File: config.mk
export PLATFORM = sky130hd
export DESIGN_NAME = ext_bus_strobe_gen
export DESIGN_NICKNAME = d
export VERILOG_FILES = /design/src/rtl/bstrb_pkg.sv /design/src/rtl/bstrb_rst_sync.sv /design/src/rtl/bstrb_ctl_reg.sv /design/src/rtl/bstrb_slot_dec.sv /design/src/rtl/bstrb_out.sv /design/src/rtl/ext_bus_strobe_gen.sv
export SDC_FILE = /design/constraint.sdc
export NUM_CORES = 1
export LEC_CHECK = 0
export BUFFER_PORTS_ARGS = -buffer_cell sky130_fd_sc_hd__buf_4
export CORE_MARGIN = 10
export CORE_UTILIZATION = 25
export CTS_BUF_LIST = sky130_fd_sc_hd__clkbuf_8
export DETAILED_ROUTE_END_ITERATION = 8
export GPL_TIMING_DRIVEN = 0
export PLACE_DENSITY = 0.55
export RECOVER_POWER = 100
export SLEW_MARGIN = 20
export SYNTH_ARGS = -nofsm -noshare
export SYNTH_HDL_FRONTEND = slang
export SYNTH_SLANG_ARGS = --single-unit
File: constraint.sdc
create_clock -name osc_clk -period 1.76 [get_ports osc_clk]
set_clock_uncertainty 0.1 [all_clocks]
set_input_delay 0.264 -clock osc_clk [delete_from_list [all_inputs] [get_ports osc_clk]]
set_output_delay 0.264 -clock osc_clk [all_outputs]
set_load 0.02 [all_outputs]
File: src/rtl/bstrb_pkg.sv
package bstrb_pkg;

  // Decoded position of the current oscillator clock inside a machine cycle.
  typedef struct packed {
    logic valid;     // phase value lies inside the machine cycle
    logic upper;     // second half of the machine cycle
    logic ale_win;   // latch pulse slot of this half
    logic psen_win;  // read strobe slot of this half
  } slot_t;

  // Registered strobe state.
  typedef struct packed {
    logic ale;
    logic drive;
    logic psen_n;
  } strb_t;

endpackage

File: src/rtl/bstrb_rst_sync.sv
module bstrb_rst_sync #(
  parameter int unsigned STAGES = 2
) (
  input  logic clk,
  input  logic arst_n,
  output logic rst_n_o
);

  generate
    if (STAGES <= 1) begin : g_single
      logic q;
      always_ff @(posedge clk or negedge arst_n) begin
        if (!arst_n) q <= 1'b0;
        else         q <= 1'b1;
      end
      assign rst_n_o = q;
    end else begin : g_chain
      logic [STAGES-1:0] sh;
      always_ff @(posedge clk or negedge arst_n) begin
        if (!arst_n) sh <= '0;
        else         sh <= {sh[STAGES-2:0], 1'b1};
      end
      assign rst_n_o = sh[STAGES-1];
    end
  endgenerate

endmodule

File: src/rtl/bstrb_ctl_reg.sv
module bstrb_ctl_reg #(
  parameter int unsigned     AW       = 8,
  parameter int unsigned     DW       = 8,
  parameter logic [AW-1:0]   REG_ADDR = 'h8E
) (
  input  logic          clk,
  input  logic          rst_n,
  input  logic          wr,
  input  logic [AW-1:0] addr,
  input  logic [DW-1:0] wdata,
  output logic [DW-1:0] rdata,
  output logic          ale_off
);

  logic hit;
  logic off_q, off_d, off_en;
  logic unused_hi;

  assign hit       = (addr == REG_ADDR);
  assign off_en    = wr & hit;
  assign unused_hi = ^wdata[DW-1:1];

  always_comb begin
    off_d = off_q;
    if (off_en) off_d = wdata[0];
  end

  always_ff @(posedge clk or negedge rst_n) begin
    if (!rst_n)      off_q <= 1'b0;
    else if (off_en) off_q <= off_d;
  end

  assign rdata   = hit ? {{(DW-1){1'b0}}, off_q} : '0;
  assign ale_off = off_q;

endmodule

File: src/rtl/bstrb_slot_dec.sv
module bstrb_slot_dec
  import bstrb_pkg::*;
#(
  parameter int unsigned MC_LEN   = 12,
  parameter int unsigned ALE_W    = 2,
  parameter int unsigned PS_START = 3,
  parameter int unsigned PS_W     = 2,
  parameter int unsigned PW       = $clog2(MC_LEN)
) (
  input  logic [PW-1:0] phase,
  output slot_t         slot
);

  localparam int unsigned HALF   = MC_LEN / 2;
  localparam logic [PW-1:0] HALF_P  = PW'(HALF);
  localparam logic [PW-1:0] ALE_END = PW'(ALE_W);
  localparam logic [PW-1:0] PS_LO   = PW'(PS_START);
  localparam logic [PW-1:0] PS_HI   = PW'(PS_START + PS_W);

  logic [PW-1:0] ofs;

  always_comb begin
    slot.valid = ({1'b0, phase} < (PW+1)'(MC_LEN));
    slot.upper = (phase >= HALF_P);
    ofs        = slot.upper ? (phase - HALF_P) : phase;
    slot.ale_win  = (ofs < ALE_END);
    slot.psen_win = (ofs >= PS_LO) && (ofs < PS_HI);
  end

endmodule

File: src/rtl/bstrb_out.sv
module bstrb_out
  import bstrb_pkg::*;
(
  input  logic  clk,
  input  logic  rst_n,
  input  slot_t slot,
  input  logic  xdata_cyc,
  input  logic  mv_op,
  input  logic  ext_exec,
  input  logic  ale_off,
  output strb_t strb
);

  strb_t nxt, cur;
  logic  ale_allowed, ale_pulse, psen_pulse;

  always_comb begin
    ale_allowed = ~ale_off | ext_exec | mv_op;
    ale_pulse   = slot.valid & slot.ale_win & ~(xdata_cyc & slot.upper);
    psen_pulse  = slot.valid & slot.psen_win & ext_exec & ~xdata_cyc;
    nxt.ale     = ale_allowed ? ale_pulse : 1'b1;
    nxt.drive   = ale_allowed;
    nxt.psen_n  = ~psen_pulse;
  end

  always_ff @(posedge clk or negedge rst_n) begin
    if (!rst_n) begin
      cur.ale    <= 1'b0;
      cur.drive  <= 1'b1;
      cur.psen_n <= 1'b1;
    end else begin
      cur <= nxt;
    end
  end

  assign strb = cur;

endmodule

File: src/rtl/ext_bus_strobe_gen.sv
module ext_bus_strobe_gen
  import bstrb_pkg::*;
#(
  parameter int unsigned   MC_LEN    = 12,
  parameter int unsigned   ALE_W     = 2,
  parameter int unsigned   PS_START  = 3,
  parameter int unsigned   PS_W      = 2,
  parameter int unsigned   SYNC_STG  = 2,
  parameter int unsigned   AW        = 8,
  parameter int unsigned   DW        = 8,
  parameter logic [AW-1:0] CTL_ADDR  = 'h8E,
  localparam int unsigned  PW        = $clog2(MC_LEN)
) (
  input  logic          osc_clk,
  input  logic          arst_n,
  input  logic [PW-1:0] mc_phase,
  input  logic          xdata_cyc,
  input  logic          mv_op,
  input  logic          ext_exec,
  input  logic          sfr_wr,
  input  logic [AW-1:0] sfr_addr,
  input  logic [DW-1:0] sfr_wdata,
  output logic [DW-1:0] sfr_rdata,
  output logic          ale_o,
  output logic          ale_drive,
  output logic          psen_n
);

  logic  rst_core_n;
  logic  ale_off;
  slot_t slot;
  strb_t strb;

  bstrb_rst_sync #(.STAGES(SYNC_STG)) u_rst (
    .clk     (osc_clk),
    .arst_n  (arst_n),
    .rst_n_o (rst_core_n)
  );

  bstrb_ctl_reg #(.AW(AW), .DW(DW), .REG_ADDR(CTL_ADDR)) u_reg (
    .clk     (osc_clk),
    .rst_n   (rst_core_n),
    .wr      (sfr_wr),
    .addr    (sfr_addr),
    .wdata   (sfr_wdata),
    .rdata   (sfr_rdata),
    .ale_off (ale_off)
  );

  bstrb_slot_dec #(
    .MC_LEN(MC_LEN), .ALE_W(ALE_W), .PS_START(PS_START), .PS_W(PS_W), .PW(PW)
  ) u_dec (
    .phase (mc_phase),
    .slot  (slot)
  );

  bstrb_out u_out (
    .clk       (osc_clk),
    .rst_n     (rst_core_n),
    .slot      (slot),
    .xdata_cyc (xdata_cyc),
    .mv_op     (mv_op),
    .ext_exec  (ext_exec),
    .ale_off   (ale_off),
    .strb      (strb)
  );

  assign ale_o     = strb.ale;
  assign ale_drive = strb.drive;
  assign psen_n    = strb.psen_n;

endmodule

==> key figures <==
Logic synthesis
  • Synth Area in Compound Gates: 12.0%
  • Post-Synth Adder-Cell Area: 3.15%
  • Yosys warnings: 0
  • Sequential fraction of the synthesis area: 38.5%
  • Syn Inst Count: 40
  • Simple-Gate Fraction of Synth Area: 19.2%
  • Synth Cell Area: just under 400 um2
  • Commonest register cell after synthesis: dfrtp_1
  • Post-synthesis register bit count: 6
  • FFs w/ async S/R, synth: 100%
  • Synth cell types: 24
  • Syn_area_per_cell: 9.92 um2
  • Synth Area in XOR/XNOR: 0%
  • Post-synth EDFFs: 0
  • Largest family of logic cells by synthesized area: simple AND/OR/NAND/NOR gates
  • Mux share of post-synthesis cell area: 9.15%

Power and ir drop
  • Total power: roughly 0.45 mW
  • Net Sw Frac: between 20% and 30%
  • Gate power share: 21.7%
  • Worst VDD drop: roughly 260 uV
  • Leak: 0.335 nW
  • Cell-internal power: 0.346 mW
  • Sequential power share: 32.9%
  • Clock Power Share: 45.4%
  • Cell Pwr Density: around 700 mW/mm2
  • NetSw: 0.105 mW

Setup path
  • Critical path class: in2out
  • Worst setup SP type: primary input
  • Reg2reg start: u_reg.ale_off
  • R2R Path End: u_out.strb[2]
  • Crit path max-delay cell type: nor4_1
  • Most used cell along the critical path: buf_4
  • Worst Path Arrival: around 1.1 ns
  • Crit path largest cell delay: about 0.25 ns
  • Worst Path Required: 1.40 ns
  • CP Capture Type: primary output
  • CP cell instances: buf_4 > nand4b_1 > nor4_1 > and2_2 > buf_4
  • Reg2Reg Setup Slack: 0.66 ns
  • FF-to-FF path depth: 2
  • CP max FO: 2

Run status
  • Status: finished, final reports clean

Job
  • Max cap viols: 0

Global routing
  • Grt total ovfl: 0
  • First-pass GRT wire length: 1920 um
  • Largest net degree at the start of global routing: 7
  • Vias in the first global route: between 400 and 500
  • Initial antenna violation count: 0
  • Global Route Usage Sum: 7.12%

Drt
  • Wire per inst: 12.7 um
  • Drt initial violations: 7
  • WL final: 1130 um
  • Final routed DRC violation total: 0
  • Post-route ant nets: 0
  • DR vias: approximately 380
  • Vias per cell: approximately 4.3
  • 1st-pass router iterations: 4

Timing
  • Final Slew Violations: 0
  • Final Hold Vio Count: 0
  • Tmin final: 1.47 ns
  • RSZ-0062 raised after global routing: no
  • Setup TNS: 0 ns
  • Final setup fails: 0
  • Highest clock rate: 679 MHz
  • Tcrit/Tclk final: 83.7%

Cells and area
  • Commonest non-fill, non-tap cells in the layout: 24 x buf_4, 8 x conb_1, 4 x clkbuf_1, 4 x dfrtp_1
  • Layout cell share with drive strength beyond 1: approximately 48%
  • Final net count: 102
  • Layout overhead on the synthesized area: 62.5%
  • # diodes: 0
  • Commonest non-fill, non-tap cell in the layout: buf_4
  • Post-route non-filler standard cell count: 89

Floorplan
  • Initial Util: 26.3%
  • Die height: 59.8 um
  • Die area: roughly 0.0036 mm2
  • Site Rows: 14
  • Core ar.: 0.00151 mm2
  • IO Pins: 37
  • Die width: 59.8 um

Clock tree
  • Max Root-Sink Buffers: 2
  • Root Driver: clkbuf_8
  • Clk Latency, worst-skew pair: between 0.2 and 0.25 ns
  • Hold Buf Count CTS: 2
  • CTS sink cnt: 6
  • Clock-pin slew on the worst setup and hold paths: 0.03 ns
  • Post-cts resize count: 0
  • Total CTS buffers: 3
  • H-tree Lvls: 1
  • Post-CTS setup buffers: 0
  • CTS tree: done

Place
  • PortBufs: 22
  • Detailed Place HPWL: 983 um
  • Gpl congestion: 0.654
  • Placed cell count: 84

Hold path
  • Worst hold path class: reg2async
[cells in the mapped netlist (2+ instances only)]
library cell  instances  share of area [%]
buf_4                 7                 13
dfrtp_1               4                 25
inv_1                 3                2.8
nand2_1               3                2.8
conb_1                2                1.9
dfstp_2               2                 13
nor2_1                2                1.9
[worst max-delay path, delay by kind of cell]
| family | cells | cell delay (ns) |
|---|---|---|
| buf+inv | 2 | 0.23 |
| simple gates | 3 | 0.61 |
[logic make-up (layout without fill, tap and decap cells)]
group,after synthesis,after routing
buffers and inverters,10,37
adder cells (fa/ha/maj),1,1
AO/OA/AOI/OAI,7,7
AND/OR/NAND/NOR,11,11
flip-flops,6,6
other,2,8
multiplexers,3,3
[area by class of cell]
cell class                 count  area [um2]
inverter                       3        11.3
clock buffer                   3        41.3
multi-input combinational     30         196
fill                         159         862
timing repair buffer          24         170
buffer                         7        52.6
tap                           16        20.0
sequential                     6         153
[registers in the layout (all words and copies together), names as in the netlist]
signal,cells
u_reg.ale_off,1
u_out.strb,3
u_rst.g_chain.sh,2
[metrics by stage]
stage	worst slack [ns]	cell area (um2)	util, %	hold slack [ns]
floorplan	0.556	419	-	-0.132
global placement	0.349	604	40.1	-0.0533
detailed placement	0.334	604	40.1	-0.0530
CTS	0.334	666	44.2	0.136
finish	0.287	644	42.8	0.129
global route	0.176	644	42.8	0.153
[worst max path at each step]
stage	from	to
floorplan	sfr_addr[6]	u_reg.ale_off
global placement	sfr_addr[6]	sfr_rdata[0]
detailed placement	sfr_addr[6]	sfr_rdata[0]
CTS	sfr_addr[6]	sfr_rdata[0]
global route	sfr_addr[0]	sfr_rdata[0]
finish	sfr_addr[0]	sfr_rdata[0]
[power by group through the flow]
stage | Clock, mW | Sequential, mW | Combinational [mW]
global route | 0.221 | 0.150 | 0.108
finish | 0.205 | 0.149 | 0.0980
detailed placement | 0 | 0.151 | 0.0976
CTS | 0.213 | 0.149 | 0.102
global placement | 0 | 0.151 | 0.0961
floorplan | 0 | 0.154 | 0.0492
[routing by layer]
metal | part of all wire [%] | routed length, um | vias to the layer above | global-route usage (%)
met4 | 3.6 | 40 | 0 | 5.77
met2 | 47 | 529 | 20 | 11.5
met5 | 0 | 0 | - | 0
li1 | - | - | 191 | -
met3 | 11 | 125 | 5 | 3.39
met1 | 38 | 430 | 165 | 6.72
(Power assumes the default switching activity.)
